--- src/rtl/irqc_pkg.sv ---
package irqc_pkg;

    localparam int VEC_W   = 16;
    localparam int NSRC    = 5;
    localparam int NMASK   = 3;
    localparam int WORD_W  = 8;

    // source index = priority rank, higher index wins
    localparam int IDX_GEN = 0;
    localparam int IDX_L55 = 1;
    localparam int IDX_L65 = 2;
    localparam int IDX_L75 = 3;
    localparam int IDX_NMI = 4;

    // set-mask word fields
    localparam int SM_LOAD_BIT  = 3;
    localparam int SM_CLR75_BIT = 4;

    localparam logic [VEC_W-1:0] VEC_NMI = 16'h0024;
    localparam logic [VEC_W-1:0] VEC_L55 = 16'h002C;
    localparam logic [VEC_W-1:0] VEC_L65 = 16'h0034;
    localparam logic [VEC_W-1:0] VEC_L75 = 16'h003C;

    typedef struct packed {
        logic             ie;
        logic [NMASK-1:0] mask;   // [2]=7.5 [1]=6.5 [0]=5.5
    } ctrl_t;

    typedef struct packed {
        logic             vld;
        logic             gen;
        logic [VEC_W-1:0] vec;
    } ack_t;

    // keep only the highest set bit
    function automatic logic [NSRC-1:0] pick_top(input logic [NSRC-1:0] elig);
        logic [NSRC-1:0] g;
        logic            taken;
        g     = '0;
        taken = 1'b0;
        for (int i = NSRC-1; i >= 0; i--) begin
            if (elig[i] && !taken) begin
                g[i]  = 1'b1;
                taken = 1'b1;
            end
        end
        return g;
    endfunction

    function automatic logic [VEC_W-1:0] grant_vec(input logic [NSRC-1:0] g,
                                                   input logic [VEC_W-1:0] ext);
        logic [VEC_W-1:0] v;
        v = '0;
        if (g[IDX_NMI])      v = VEC_NMI;
        else if (g[IDX_L75]) v = VEC_L75;
        else if (g[IDX_L65]) v = VEC_L65;
        else if (g[IDX_L55]) v = VEC_L55;
        else if (g[IDX_GEN]) v = ext;
        return v;
    endfunction

endpackage

--- src/rtl/irqc_edge_latch.sv ---
module irqc_edge_latch (
    input  logic clk,
    input  logic rst,
    input  logic din,
    input  logic clr,
    output logic pend
);
    logic prev_q;
    logic pend_q;
    logic rise;

    assign rise = din & ~prev_q;

    always_ff @(posedge clk) begin
        if (rst) begin
            prev_q <= 1'b0;
            pend_q <= 1'b0;
        end else begin
            prev_q <= din;
            // a fresh edge outranks a clear in the same cycle
            if (rise)     pend_q <= 1'b1;
            else if (clr) pend_q <= 1'b0;
        end
    end

    assign pend = pend_q;
endmodule

--- src/rtl/irqc_arbiter.sv ---
module irqc_arbiter
    import irqc_pkg::*;
(
    input  logic [NSRC-1:0] req,
    input  ctrl_t           ctrl,
    output logic [NSRC-1:0] grant,
    output logic            any
);
    logic [NSRC-1:0] elig;

    always_comb begin
        elig          = '0;
        elig[IDX_NMI] = req[IDX_NMI];
        elig[IDX_L75] = req[IDX_L75] & ctrl.ie & ~ctrl.mask[2];
        elig[IDX_L65] = req[IDX_L65] & ctrl.ie & ~ctrl.mask[1];
        elig[IDX_L55] = req[IDX_L55] & ctrl.ie & ~ctrl.mask[0];
        elig[IDX_GEN] = req[IDX_GEN] & ctrl.ie;
    end

    assign grant = pick_top(elig);
    assign any   = |elig;
endmodule

--- src/rtl/irqc_ctrl_regs.sv ---
module irqc_ctrl_regs
    import irqc_pkg::*;
(
    input  logic              clk,
    input  logic              rst,
    input  logic              cmd_ei,
    input  logic              cmd_di,
    input  logic              accept,
    input  logic              sm_wr,
    input  logic [WORD_W-1:0] sm_data,
    input  logic              rd_cmd,
    input  logic [NMASK-1:0]  pend3,
    output ctrl_t             ctrl,
    output logic [WORD_W-1:0] rd_word
);
    ctrl_t             ctrl_q;
    logic [WORD_W-1:0] rd_q;

    always_ff @(posedge clk) begin
        if (rst) begin
            ctrl_q.ie   <= 1'b0;
            ctrl_q.mask <= '1;
            rd_q        <= '0;
        end else begin
            if (accept || cmd_di) ctrl_q.ie <= 1'b0;
            else if (cmd_ei)      ctrl_q.ie <= 1'b1;

            if (sm_wr && sm_data[SM_LOAD_BIT])
                ctrl_q.mask <= sm_data[NMASK-1:0];

            if (rd_cmd)
                rd_q <= {1'b0, pend3, ctrl_q.ie, ctrl_q.mask};
        end
    end

    assign ctrl    = ctrl_q;
    assign rd_word = rd_q;
endmodule

--- src/rtl/irqc_top.sv ---
module irqc_top
    import irqc_pkg::*;
(
    input  logic              clk,
    input  logic              rst,
    input  logic              irq_nmi,
    input  logic              irq_l75,
    input  logic              irq_l65,
    input  logic              irq_l55,
    input  logic              irq_gen,
    input  logic [VEC_W-1:0]  ext_vec,
    input  logic              cmd_ei,
    input  logic              cmd_di,
    input  logic              cmd_set_mask,
    input  logic              cmd_read_mask,
    input  logic [WORD_W-1:0] cmd_data,
    input  logic              int_take,
    output logic              int_req,
    output logic              ack_vld,
    output logic [VEC_W-1:0]  ack_vec,
    output logic              gen_ack,
    output logic [WORD_W-1:0] mask_rd
);
    localparam int NEDGE = 2;   // 0: non-maskable, 1: level 7.5

    logic [NEDGE-1:0] edge_in;
    logic [NEDGE-1:0] edge_clr;
    logic [NEDGE-1:0] edge_pend;
    logic [NSRC-1:0]  req;
    logic [NSRC-1:0]  grant;
    logic             any;
    logic             accept;
    ctrl_t            ctrl;
    ack_t             ack_q;
    logic             nmi_pend;
    logic             ie;
    logic [NMASK-1:0] mask;

    assign accept = int_take & any;

    assign edge_in[0]  = irq_nmi;
    assign edge_in[1]  = irq_l75;
    assign edge_clr[0] = accept & grant[IDX_NMI];
    assign edge_clr[1] = (accept & grant[IDX_L75]) |
                         (cmd_set_mask & cmd_data[SM_CLR75_BIT]);

    for (genvar e = 0; e < NEDGE; e++) begin : g_edge
        irqc_edge_latch u_lat (
            .clk  (clk),
            .rst  (rst),
            .din  (edge_in[e]),
            .clr  (edge_clr[e]),
            .pend (edge_pend[e])
        );
    end

    always_comb begin
        req          = '0;
        req[IDX_NMI] = edge_pend[0];
        req[IDX_L75] = edge_pend[1];
        req[IDX_L65] = irq_l65;
        req[IDX_L55] = irq_l55;
        req[IDX_GEN] = irq_gen;
    end

    irqc_arbiter u_arb (
        .req   (req),
        .ctrl  (ctrl),
        .grant (grant),
        .any   (any)
    );

    irqc_ctrl_regs u_regs (
        .clk     (clk),
        .rst     (rst),
        .cmd_ei  (cmd_ei),
        .cmd_di  (cmd_di),
        .accept  (accept),
        .sm_wr   (cmd_set_mask),
        .sm_data (cmd_data),
        .rd_cmd  (cmd_read_mask),
        .pend3   ({edge_pend[1], irq_l65, irq_l55}),
        .ctrl    (ctrl),
        .rd_word (mask_rd)
    );

    always_ff @(posedge clk) begin
        if (rst) begin
            ack_q <= '0;
        end else begin
            ack_q.vld <= accept;
            ack_q.gen <= accept & grant[IDX_GEN];
            if (accept) ack_q.vec <= grant_vec(grant, ext_vec);
        end
    end

    assign int_req  = any;
    assign ack_vld  = ack_q.vld;
    assign ack_vec  = ack_q.vec;
    assign gen_ack  = ack_q.gen;
    assign nmi_pend = edge_pend[0];
    assign ie       = ctrl.ie;
    assign mask     = ctrl.mask;
endmodule

--- config.mk ---
export PLATFORM = sky130hd
export DESIGN_NAME = irqc_top
export DESIGN_NICKNAME = d
export VERILOG_FILES = /design/src/rtl/irqc_pkg.sv /design/src/rtl/irqc_edge_latch.sv /design/src/rtl/irqc_arbiter.sv /design/src/rtl/irqc_ctrl_regs.sv /design/src/rtl/irqc_top.sv
export SDC_FILE = /design/constraint.sdc
export NUM_CORES = 1
export LEC_CHECK = 0
export BUFFER_PORTS_ARGS = -buffer_cell sky130_fd_sc_hd__buf_4
export CAP_MARGIN = 10
export CORE_UTILIZATION = 39
export DETAILED_ROUTE_END_ITERATION = 8
export PLACE_DENSITY = 0.72
export SYNTH_ARGS = -nofsm -noshare
export SYNTH_HDL_FRONTEND = slang
export SYNTH_SLANG_ARGS = --single-unit
--- constraint.sdc ---
create_clock -name clk -period 1.3 [get_ports clk]
set_input_delay 0.26 -clock clk [delete_from_list [all_inputs] [get_ports clk]]
set_output_delay 0.26 -clock clk [all_outputs]
set_load 0.02 [all_outputs]
# Yosys cells after proc, flatten, opt, wreduce, memory -nomap -nowiden
# Index checks and enable logic that the tools add are counted.
classes:
  mux: 17
  bitwise_logic: 20
  reduce_logical: 14
ops:
  columns: ["cell", "n"]
  rows:
  - ["$mux W16", 5]
  - ["$and A1 B1 Y1", 14]
  - ["$mux W1", 12]
  - ["$logic_and A1 B1 Y1", 5]
  - ["$not A1 Y1", 5]
  - ["$reduce_or A5 Y1", 1]
  - ["$logic_not A1 Y1", 4]
  - ["$reduce_bool A2 Y1", 2]
  - ["$reduce_or A2 Y1", 1]
  - ["$logic_or A1 B1 Y1", 1]
  - ["$or A1 B1 Y1", 1]
totals:
  regBits: 33
  out_inout_bits: 27

# Depth between registers and ports, before layout
# Gate-level depths: netlist of run 1.
depth:
  word_depth: 18
  depth_mapped: 5
  ltp_nobuf: 4

# Cells and area by module
# A second synthesis of run 1 with hierarchy kept.
hier_totals:
  cells_unflattened: 147
  area_unflattened_um2: 1373.8
by_module_without_submodules:
  columns: ["mod", "instances", "cells_per_inst", "area_each_um2", "seq_area_each_um2"]
  rows:
  - ["irqc_top", 1, 82, 750.7, 360.3]
  - ["irqc_ctrl_regs", 1, 38, 399.1, 220.2]
  - ["irqc_edge_latch", 2, 6, 67.6, 40.0]
  - ["irqc_arbiter", 1, 15, 88.8, 0.0]

# Worst setup path before layout of run 1
# Ideal clock, no wire load.
synth_path:
  path_kind: "flip-flop to flip-flop"
  startpoint: "reg, netlist name u_regs.ctrl[2]"
  endpoint: "reg ack_q (netlist bit ack_vec[3])"
  arrival_time_ns: 1.181
  required_ns: 1.183
  setup_slack_ns: 0.002
  stages_incl_launch_ff: 6
  path_buffers: 1
  period_less_slack_ns: 1.298
  cell_sequence: "dfxtp_1 nand2b_2 a41oi_4 nor2_2 buf_6 a22o_1"
synth_via:
  elab_chain_len: 18
  elab_cells_between_ends: 23
  classes_between: "mux (12); bitwise (3); reduce/logical (8)"
synth_lines:
  columns: ["item", "line_no", "source"]
  rows:
  - ["$not A1 Y1 (*)", "irqc_arbiter.sv:14", "elig[IDX_L75] = req[IDX_L75] & ctrl.ie & ~ctrl.mask[2];"]
  - ["$and A1 B1 Y1 (*)", "irqc_arbiter.sv:14", null]
  - ["$logic_and A1 B1 Y1", "irqc_pkg.sv:42", "if (elig[i] && !taken) begin"]
  - ["$mux W1", "irqc_pkg.sv:42", null]
  - ["$logic_not A1 Y1", "irqc_pkg.sv:42", null]
  - ["$logic_and A1 B1 Y1", "irqc_pkg.sv:42", null]
  - ["$mux W1", "irqc_pkg.sv:42", null]
  - ["$logic_not A1 Y1", "irqc_pkg.sv:42", null]
  - ["[2 not listed]", null, null]
  - ["$logic_not A1 Y1", "irqc_pkg.sv:42", null]
  - ["$logic_and A1 B1 Y1", "irqc_pkg.sv:42", null]
  - ["$mux W1", "irqc_pkg.sv:42", null]
  - ["$mux W16", "irqc_pkg.sv:58", "else if (g[IDX_GEN]) v = ext;"]
  - ["$mux W16", "irqc_pkg.sv:57", "else if (g[IDX_L55]) v = VEC_L55;"]
  - ["$mux W16", "irqc_pkg.sv:56", "else if (g[IDX_L65]) v = VEC_L65;"]
  - ["$mux W16", "irqc_pkg.sv:55", "else if (g[IDX_L75]) v = VEC_L75;"]
  - ["$mux W16", "irqc_pkg.sv:54", "if (g[IDX_NMI]) v = VEC_NMI;"]
  - ["end: declaration", "irqc_top.sv:34", "ack_t ack_q;"]
# Every way passes the cells marked *; elsewhere a longest branch is shown, timed or not.
# A chain may end at the register's enable or synchronous reset.

# Final worst setup path of run 1
layout_path:
  startpoint: "reg, netlist name u_regs.ctrl[1]"
  endpoint: "out int_req"
layout_via:
  elab_chain_len: 3
layout_lines:
  columns: ["item", "line_no", "source"]
  rows:
  - ["$not A1 Y1", "irqc_arbiter.sv:15", "elig[IDX_L65] = req[IDX_L65] & ctrl.ie & ~ctrl.mask[1];"]
  - ["$and A1 B1 Y1", "irqc_arbiter.sv:15", null]
  - ["$reduce_or A5 Y1", "irqc_arbiter.sv:21", "assign any = |elig;"]
  - ["end: declaration", "irqc_top.sv:18", "output logic int_req,"]
# No other way between the ends.

==> results of run 1 <==
-- critical path: stages (launching register included) --
cell and delay, ns:
dfxtp_2 0.35, nand2b_4 0.14, nand3_4 0.08, o21ai_2 0.11, nand2b_1 0.07, buf_6 0.13
-- layout make-up --
type                       count  area [um^2]  area share
clock buffer                   7         55.1      0.0286
multi-input combinational     75          573       0.298
sequential                    33          666       0.346
timing repair buffer          71          556       0.288
tap                           31         38.8      0.0201
inverter                       2         7.51     0.00390
clock inverter                 1         30.0      0.0156
-- Yosys cell counts --
| master | n |
|---|---|
| a211oi_1 | 1 |
| a21bo_2 | 1 |
| a21oi_1 | 2 |
| a22o_1 | 14 |
| a41oi_4 | 1 |
| and2_1 | 1 |
| buf_4 | 2 |
| buf_6 | 1 |
| clkbuf_1 | 2 |
| conb_1 | 1 |
| dfxtp_1 | 33 |
| inv_1 | 2 |
| mux2i_1 | 7 |
| nand2_1 | 8 |
| nand2b_1 | 3 |
| nand2b_2 | 2 |
| nand2b_4 | 1 |
| nand3_1 | 8 |
| nand3b_1 | 1 |
| nand4_1 | 2 |
| nor2_1 | 11 |
| nor2_2 | 1 |
| nor2b_1 | 1 |
| nor3_2 | 1 |
| nor4_1 | 1 |
| o2111ai_1 | 1 |
| o21ai_0 | 2 |
| o21ai_1 | 2 |
| o32ai_1 | 1 |
-- what timing repair did --
action | in CTS | in global routing
endpoints found under the setup margin | 15 | 19
resized for setup | 13 | 11
cloned | 1 | 0
pin swaps | 15 | 7
setup buffers | 4 | 2
-- cell families after synthesis --
family | synth area share
compound gates | 0.178
flops | 0.547
buf+inv | 0.0342
other cells | 0.00311
mux | 0.0580
simple gates | 0.179
-- registers in the layout, summed over array words and instances (netlist names) --
name and cells:
g_edge.u_lat.pend 2, gen_ack 1, ack_vec 16, u_regs.ctrl 4
u_regs.rd_word 7, ack_vld 1, g_edge.u_lat.prev_q 2
-- metrics by stage --
step	hold slack, ns	setup TNS [ns]	setup slack (ns)	cell area (um^2)	instances
6_report	0.0961	-1.10	-0.160	1930	220
3_3_place_gp	0.395	-1.04	-0.0785	1700	205
2_1_floorplan	0.332	0	0.00244	1210	114
5_1_grt	0.0806	-1.94	-0.230	1930	220
3_5_place_dp	0.401	-1.90	-0.153	1700	205
4_1_cts	0.0913	-0.620	-0.165	1860	218
-- routing by layer --
layer  up-vias  wire length (um)  part of all wire
met1       534              1300              0.42
met2        34              1580              0.51
met3         4               156             0.051
met4         0                51             0.017
li1        554                 -                 -
met5         -                 0                 0
-- power breakdown --
part	internal (uW)	total (uW)	switching, uW
logic	187	352	165
clock network	459	802	342
registers	1050	1080	25.4
total	1700	2230	533
-- how the worst min path moves through the flow --
stage / end / slack [ns] / cells after the start
after floorplan: g_edge[0].u_lat.prev_q / 0.33 / 1
after global placement: g_edge[1].u_lat.pend / 0.39 / 1
final: u_regs.ctrl[3] / 0.1 / 2
after CTS: u_regs.ctrl[3] / 0.09 / 2
after global routing: u_regs.ctrl[3] / 0.08 / 2
after detailed placement: g_edge[1].u_lat.pend / 0.40 / 1
==> results.json, run 1 <==
{
  "grt-ovfl-total": 0,
  "cts_tree": "built",
  "vias": 1126,
  "ff2ff_setup_slack_ns": -0.08,
  "diodes": 0,
  "fin_ws_ns": -0.160,
  "port_buffers": 58,
  "ys_top_cells_by_area": "dfxtp_1 55%, a22o_1 10%, mux2i_1 5.8%",
  "fmax_ghz": 0.685,
  "h-tree-depth": 2,
  "cp-end-kind": "primary output",
  "clk_latency_ns": 0.32,
  "yosysWarnings": 0,
  "yosysTopAreaCellShare": 0.547,
  "power_density_nw_per_um2": 1160,
  "cts_hold_buffers": 0,
  "slew_viol_final": 0,
  "ant_nets": 0,
  "io_pins": 63,
  "coreArea_um2": 2850,
  "start_util": 0.423,
  "syn_avg_cell_area_um2": 10.6,
  "status": "finished with violations",
  "synthesis.nets": 150,
  "grt_pass1_vias": 1112,
  "die-height_um": 57.6,
  "regToRegEndpoint": "ack_vec[0]",
  "clkSinkCount": 33,
  "grt_use_met3": 0.0558,
  "route.detailed.drc": 2,
  "drt_iter0_drc": 49,
  "use_met2": 0.321,
  "top_usage_layer": "met2",
  "grt_pass1_wl_mm": 4.95,
  "final_cell_mix": "65 x buf_4, 29 x dfxtp_1, 14 x a22o_1",
  "cts_buffer_depth": 2,
  "crit_fanout": 2,
  "rr_worst_depth": 5,
  "clk_pin_slew_ns": 0.10,
  "hpwl_mm": 2.13,
  "hp-start": "cmd_di",
  "crit_end": "int_req",
  "ir_worst_vdd_uv": 787,
  "fin_crit_sh": 1.12,
  "syn_inst": 114,
  "area_growth_pct": 59.5,
  "final_util": 0.675,
  "die_x_um": 57.6,
  "grt_max_degree": 17,
  "yosys.cell_types.count": 29,
  "rsz0062_at_grt": "yes",
  "grt_usage": 0.200,
  "violations": "DRC, setup timing",
  "gp_congestion": 0.782,
  "drv_cap": 0,
  "p_total_uw": 2230,
  "worstSetupPathType": "reg2out",
  "firstDrtPassIters": 6,
  "min_period_ns": 1.46,
  "avgRoutedWirePerCell_um": 14.0,
  "crit_arrival_ns": 1.20,
  "clock-root-buffer": "clkbuf_4",
  "worst_setup_path_start_kind": "flop",
  "antenna_found_initial": 0,
  "grt_use_met1": 0.245,
  "rows": 19,
  "fp.dieArea_um2": 3320,
  "vias_per_cell": 5.12,
  "wirelength_mm": 3.09,
  "synth_area_um2": 1210,
  "report.final.setup_viol": 17,
  "numCtsBuffers": 5,
  "r2r_start": "u_regs.ctrl[1]",
  "drive_gt1_frac": 0.513,
  "ys_ff_latch": 33,
  "final_common_cell": "buf_4",
  "hold_viol_final": 0,
  "hold_path_class": "in2reg",
  "crit_start": "u_regs.ctrl[1]",
  "synth.yosys.seq_area_share": 0.547,
  "layout.nets": 224,
  "yosysTopAreaCell": "dfxtp_1",
  "worst_clock_skew_ns": 0.00731,
  "p_leak_uw": 0.000935,
  "worstPathRequired_ns": 1.04,
  "final.fill_count": 222
}
Power figures use the tool's default switching activity.
==> run 2, diff against run 1 <==
--- a/config.mk
+++ b/config.mk
@@ -7,6 +7,7 @@
 export LEC_CHECK = 0
 export BUFFER_PORTS_ARGS = -buffer_cell sky130_fd_sc_hd__buf_4
 export CAP_MARGIN = 10
+export CORE_MARGIN = 4
 export CORE_UTILIZATION = 39
 export DETAILED_ROUTE_END_ITERATION = 8
 export PLACE_DENSITY = 0.72
==> results.json, run 2 (synthesis gave the netlist of run 1 again) <==
{
  "vias_per_cell": 5.10,
  "ant_nets": 0,
  "largest_reg_flops": 16,
  "holdWs_ns": 0.0844,
  "p_leak_uw": 0.000913,
  "start_util": 0.423,
  "clk_pin_slew_ns": 0.10,
  "slowest_stage": "dfxtp_2",
  "r2r_start": "u_regs.ctrl[1]",
  "final_cell_mix": "68 x buf_4, 30 x dfxtp_1, 14 x a22o_1",
  "avgRoutedWirePerCell_um": 14.1,
  "firstDrtPassIters": 4,
  "rows": 19,
  "path_cells": "nand2b_4 > nand3_4 > o21ai_2 > nand2b_1 > buf_6",
  "gp_congestion": 0.780,
  "worst-path-buf-inv": 1,
  "hold_path_class": "in2reg",
  "grt_max_degree": 17,
  "layout.nets": 224,
  "cp_slowest_stage_delay_ns": 0.35,
  "die-height_um": 63.6,
  "clock-root-buffer": "clkbuf_4",
  "worst_setup_path_start_kind": "flop",
  "cp-end-kind": "primary output",
  "grt_pass1_wl_mm": 5.07,
  "port_buffers": 58,
  "diodes": 0,
  "min_period_ns": 1.44,
  "rsz0062_at_grt": "yes",
  "grt-ovfl-total": 0,
  "status": "finished with violations",
  "clk_latency_ns": 0.32,
  "numCtsBuffers": 5,
  "fmax_ghz": 0.694,
  "grt_pass1_vias": 1159,
  "worstPathRequired_ns": 1.04,
  "crit_start": "u_regs.ctrl[0]",
  "grt_usage": 0.159,
  "route.detailed.drc": 0,
  "antenna_found_initial": 0,
  "report.final.setup_viol": 17,
  "drt_iter0_drc": 40,
  "io_pins": 63,
  "worstSetupPathType": "reg2out",
  "fp.dieArea_um2": 4050,
  "fin_ws_ns": -0.142,
  "final_common_cell": "buf_4",
  "h-tree-depth": 2,
  "power_density_nw_per_um2": 1050,
  "drv_cap": 0,
  "cts_buffer_depth": 2,
  "violations": "setup timing",
  "slew_viol_final": 0,
  "cts_hold_buffers": 0,
  "drive_gt1_frac": 0.492,
  "hold_viol_final": 0,
  "place_ws_ns": -0.127,
  "ir_worst_vdd_uv": 791,
  "coreArea_um2": 2850,
  "die_x_um": 63.6,
  "hpwl_mm": 2.31,
  "fin_crit_sh": 1.11,
  "worst_clock_skew_ns": 0.00738,
  "crit_arrival_ns": 1.18,
  "wirelength_mm": 3.10,
  "critical_path.top_delay_family": "flip-flops",
  "clkSinkCount": 33,
  "vias": 1122,
  "area_growth_pct": 54.4,
  "cts_tree": "built",
  "hp-start": "cmd_di",
  "crit_fanout": 2
}
==> run 2: repair_timing <==
| action | 4_1_cts | 5_1_grt |
|---|---|---|
| setup endpoints to repair | 15 | 19 |
| pin swaps | 14 | 6 |
| resized for setup | 10 | 5 |
| cloned | 1 | 0 |
| buffers inserted | 5 | 1 |
==> run 2: stage by stage <==
stage	total power, uW	instances	cell area [um^2]	utilization	setup TNS, ns
after global routing	2070	220	1860	0.654	-1.97
final	1960	220	1860	0.654	-0.924
after detailed placement	1400	205	1700	0.596	-1.62
after global placement	1390	205	1700	0.596	-1.42
after CTS	1980	219	1830	0.642	-0.781
after floorplan	1240	114	1210	-	0
==> run 2: layer usage <==
layer,share of wire,global-route usage,vias to the layer above
li1,-,-,557
met4,0.019,0.0809,0
met1,0.42,0.168,533
met2,0.52,0.279,26
met3,0.046,0.0551,6
met5,0,0,-
==> run 2: final timing paths <==
path	end	slack (ns)	cells after the start
setup / recovery	int_req	-0.14	5
hold / removal	u_regs.ctrl[3]	0.08	2
setup reg to reg	ack_vec[5]	-0.07	6
hold reg to reg	g_edge[1].u_lat.pend	0.42	1
==> run 2: where the power goes <==
part	switching (uW)	total, uW	internal (uW)
clock network	337	541	204
logic	161	344	183
registers	24.0	1080	1050
total	523	1960	1440
==> run 2: worst reg2reg max path, cell delays in order, from the launching register on <==
cell	delay (ns)
dfxtp_2	0.33
nand2b_4	0.14
buf_4	0.15
a41oi_4	0.31
buf_6	0.17
o21ai_0	0.07
a21oi_1	0.13
==> run 2: area by class of cell <==
class / count / area (um^2)
tap: 31 / 38.8
multi-input combinational: 75 / 554
timing repair buffer: 71 / 544
clock buffer: 5 / 37.5
fill: 236 / 988
clock inverter: 3 / 17.5
inverter: 2 / 7.51
sequential: 33 / 664
==> run 3, diff against run 2 <==
--- a/config.mk
+++ b/config.mk
@@ -11,6 +11,7 @@
 export CORE_UTILIZATION = 39
 export DETAILED_ROUTE_END_ITERATION = 8
 export PLACE_DENSITY = 0.72
+export SETUP_SLACK_MARGIN = 0.5
 export SYNTH_ARGS = -nofsm -noshare
 export SYNTH_HDL_FRONTEND = slang
 export SYNTH_SLANG_ARGS = --single-unit
==> results.json, run 3 (synthesis gave the netlist of run 1 again) <==
{
  "status": "finished with violations",
  "violations": "setup timing",
  "fmax_ghz": 0.687,
  "seq_area_um2": 699,
  "clk_pin_slew_ns": 0.10,
  "p_total_uw": 2240,
  "min_period_ns": 1.46,
  "layout.nets": 222,
  "wirelength_mm": 3.22,
  "final_cell_mix": "39 x buf_4, 31 x dfxtp_2, 30 x buf_6",
  "clk_latency_ns": 0.32,
  "final_util": 0.714,
  "grt_usage": 0.169,
  "grt_pass1_wl_mm": 5.18,
  "route.detailed.drc": 0,
  "hpwl_mm": 2.21,
  "grt_pass1_vias": 1098,
  "worstSetupPathType": "reg2reg",
  "rows": 19,
  "avgRoutedWirePerCell_um": 14.8,
  "multi_input_area_um2": 576,
  "dp_cells": 200,
  "slew_viol_final": 0,
  "crit_arrival_ns": 1.68,
  "report.final.setup_viol": 19,
  "gp_congestion": 0.758,
  "start_util": 0.423,
  "crit_fanout": 7,
  "grt_max_degree": 17,
  "final_common_cell": "buf_4",
  "firstDrtPassIters": 4,
  "vias_per_cell": 5.11,
  "h-tree-depth": 2,
  "vias": 1113,
  "layout.cells.non_filler": 218,
  "power_density_nw_per_um2": 1100,
  "hold_viol_final": 0,
  "diodes": 0,
  "worstPathRequired_ns": 1.52,
  "coreArea_um2": 2850,
  "io_pins": 63,
  "drv_cap": 0,
  "cts_tree": "built",
  "port_buffers": 58,
  "die_x_um": 63.6,
  "fin_area_um2": 2040,
  "cts_buffer_depth": 2,
  "rsz0062_at_grt": "yes",
  "hold_path_class": "in2reg",
  "final.fill_count": 210,
  "ant_nets": 0,
  "cts_hold_buffers": 0,
  "fin_crit_sh": 1.12,
  "clock-root-buffer": "clkbuf_4",
  "area_growth_pct": 68.7,
  "fin_ws_ns": -0.156,
  "antenna_found_initial": 0,
  "worst_setup_path_start_kind": "flop",
  "clkSinkCount": 33,
  "die-height_um": 63.6,
  "ir_worst_vdd_uv": 634,
  "cp-end-kind": "flop",
  "drt_iter0_drc": 76,
  "grt-ovfl-total": 0,
  "numCtsBuffers": 5,
  "largest_reg_flops": 16,
  "p_leak_uw": 0.000953,
  "worst_clock_skew_ns": 0.00879,
  "drive_gt1_frac": 0.658,
  "place_area_um2": 1700,
  "fp.dieArea_um2": 4050
}
==> run 3: layout make-up <==
| cell class | instances | share of cell area |
|---|---|---|
| Multi-Input combinational cell | 75 | 0.283 |
| Sequential cell | 33 | 0.343 |
| Tap cell | 31 | 0.0190 |
| Clock buffer | 7 | 0.0270 |
| Clock inverter | 1 | 0.0147 |
| Inverter | 2 | 0.00369 |
| Timing Repair Buffer | 69 | 0.310 |
==> run 3: report_power, final <==
part | switching [uW] | leakage, uW | internal, uW
sequential | 33.8 | 0.000281 | 1060
clock | 329 | 0.0000455 | 459
combinational | 163 | 0.000627 | 195
total | 525 | 0.000953 | 1710
==> run 3: through the flow <==
stage	hold WS, ns	setup slack (ns)	setup TNS, ns
final	0.0882	-0.156	-2.60
after global routing	0.0547	-0.247	-3.77
after CTS	0.0757	-0.190	-0.965
after detailed placement	0.406	0.0833	0
after global placement	0.396	0.114	0
after floorplan	0.330	0.0490	0
==> run 3: routing by layer <==
layer,vias up,global-route usage,wire (um)
li1,554,-,-
met1,523,0.203,1330
met2,34,0.257,1680
met3,2,0.0799,185
met4,0,0.0674,27
met5,-,0,0
==> run 3: path summary, 6_finish.rpt <==
| kind | slack (ns) | startpoint | to | cells past startpoint |
|---|---|---|---|---|
| min reg2reg | 0.41 | g_edge[1].u_lat.prev_q | g_edge[1].u_lat.pend | 1 |
| max reg2reg | -0.16 | u_regs.ctrl[0] | ack_vec[12] | 6 |
| min | 0.09 | cmd_di | u_regs.ctrl[3] | 2 |
| max | -0.16 | u_regs.ctrl[0] | ack_vec[12] | 6 |
==> run 3: timing repair <==
action                                  CTS  global route
gates resized for setup                  56             9
endpoints found under the setup margin   46            49
gates cloned                              1             0
pin swaps                                 7             5
buffers inserted                          7             2
==> run 3: worst max-delay path: stages (launching register included) <==
cell      delay [ns]
dfxtp_2         0.34
nand2b_4        0.15
buf_4           0.14
buf_6           0.12
a41oi_4         0.30
nor2_4          0.09
a22o_1          0.22
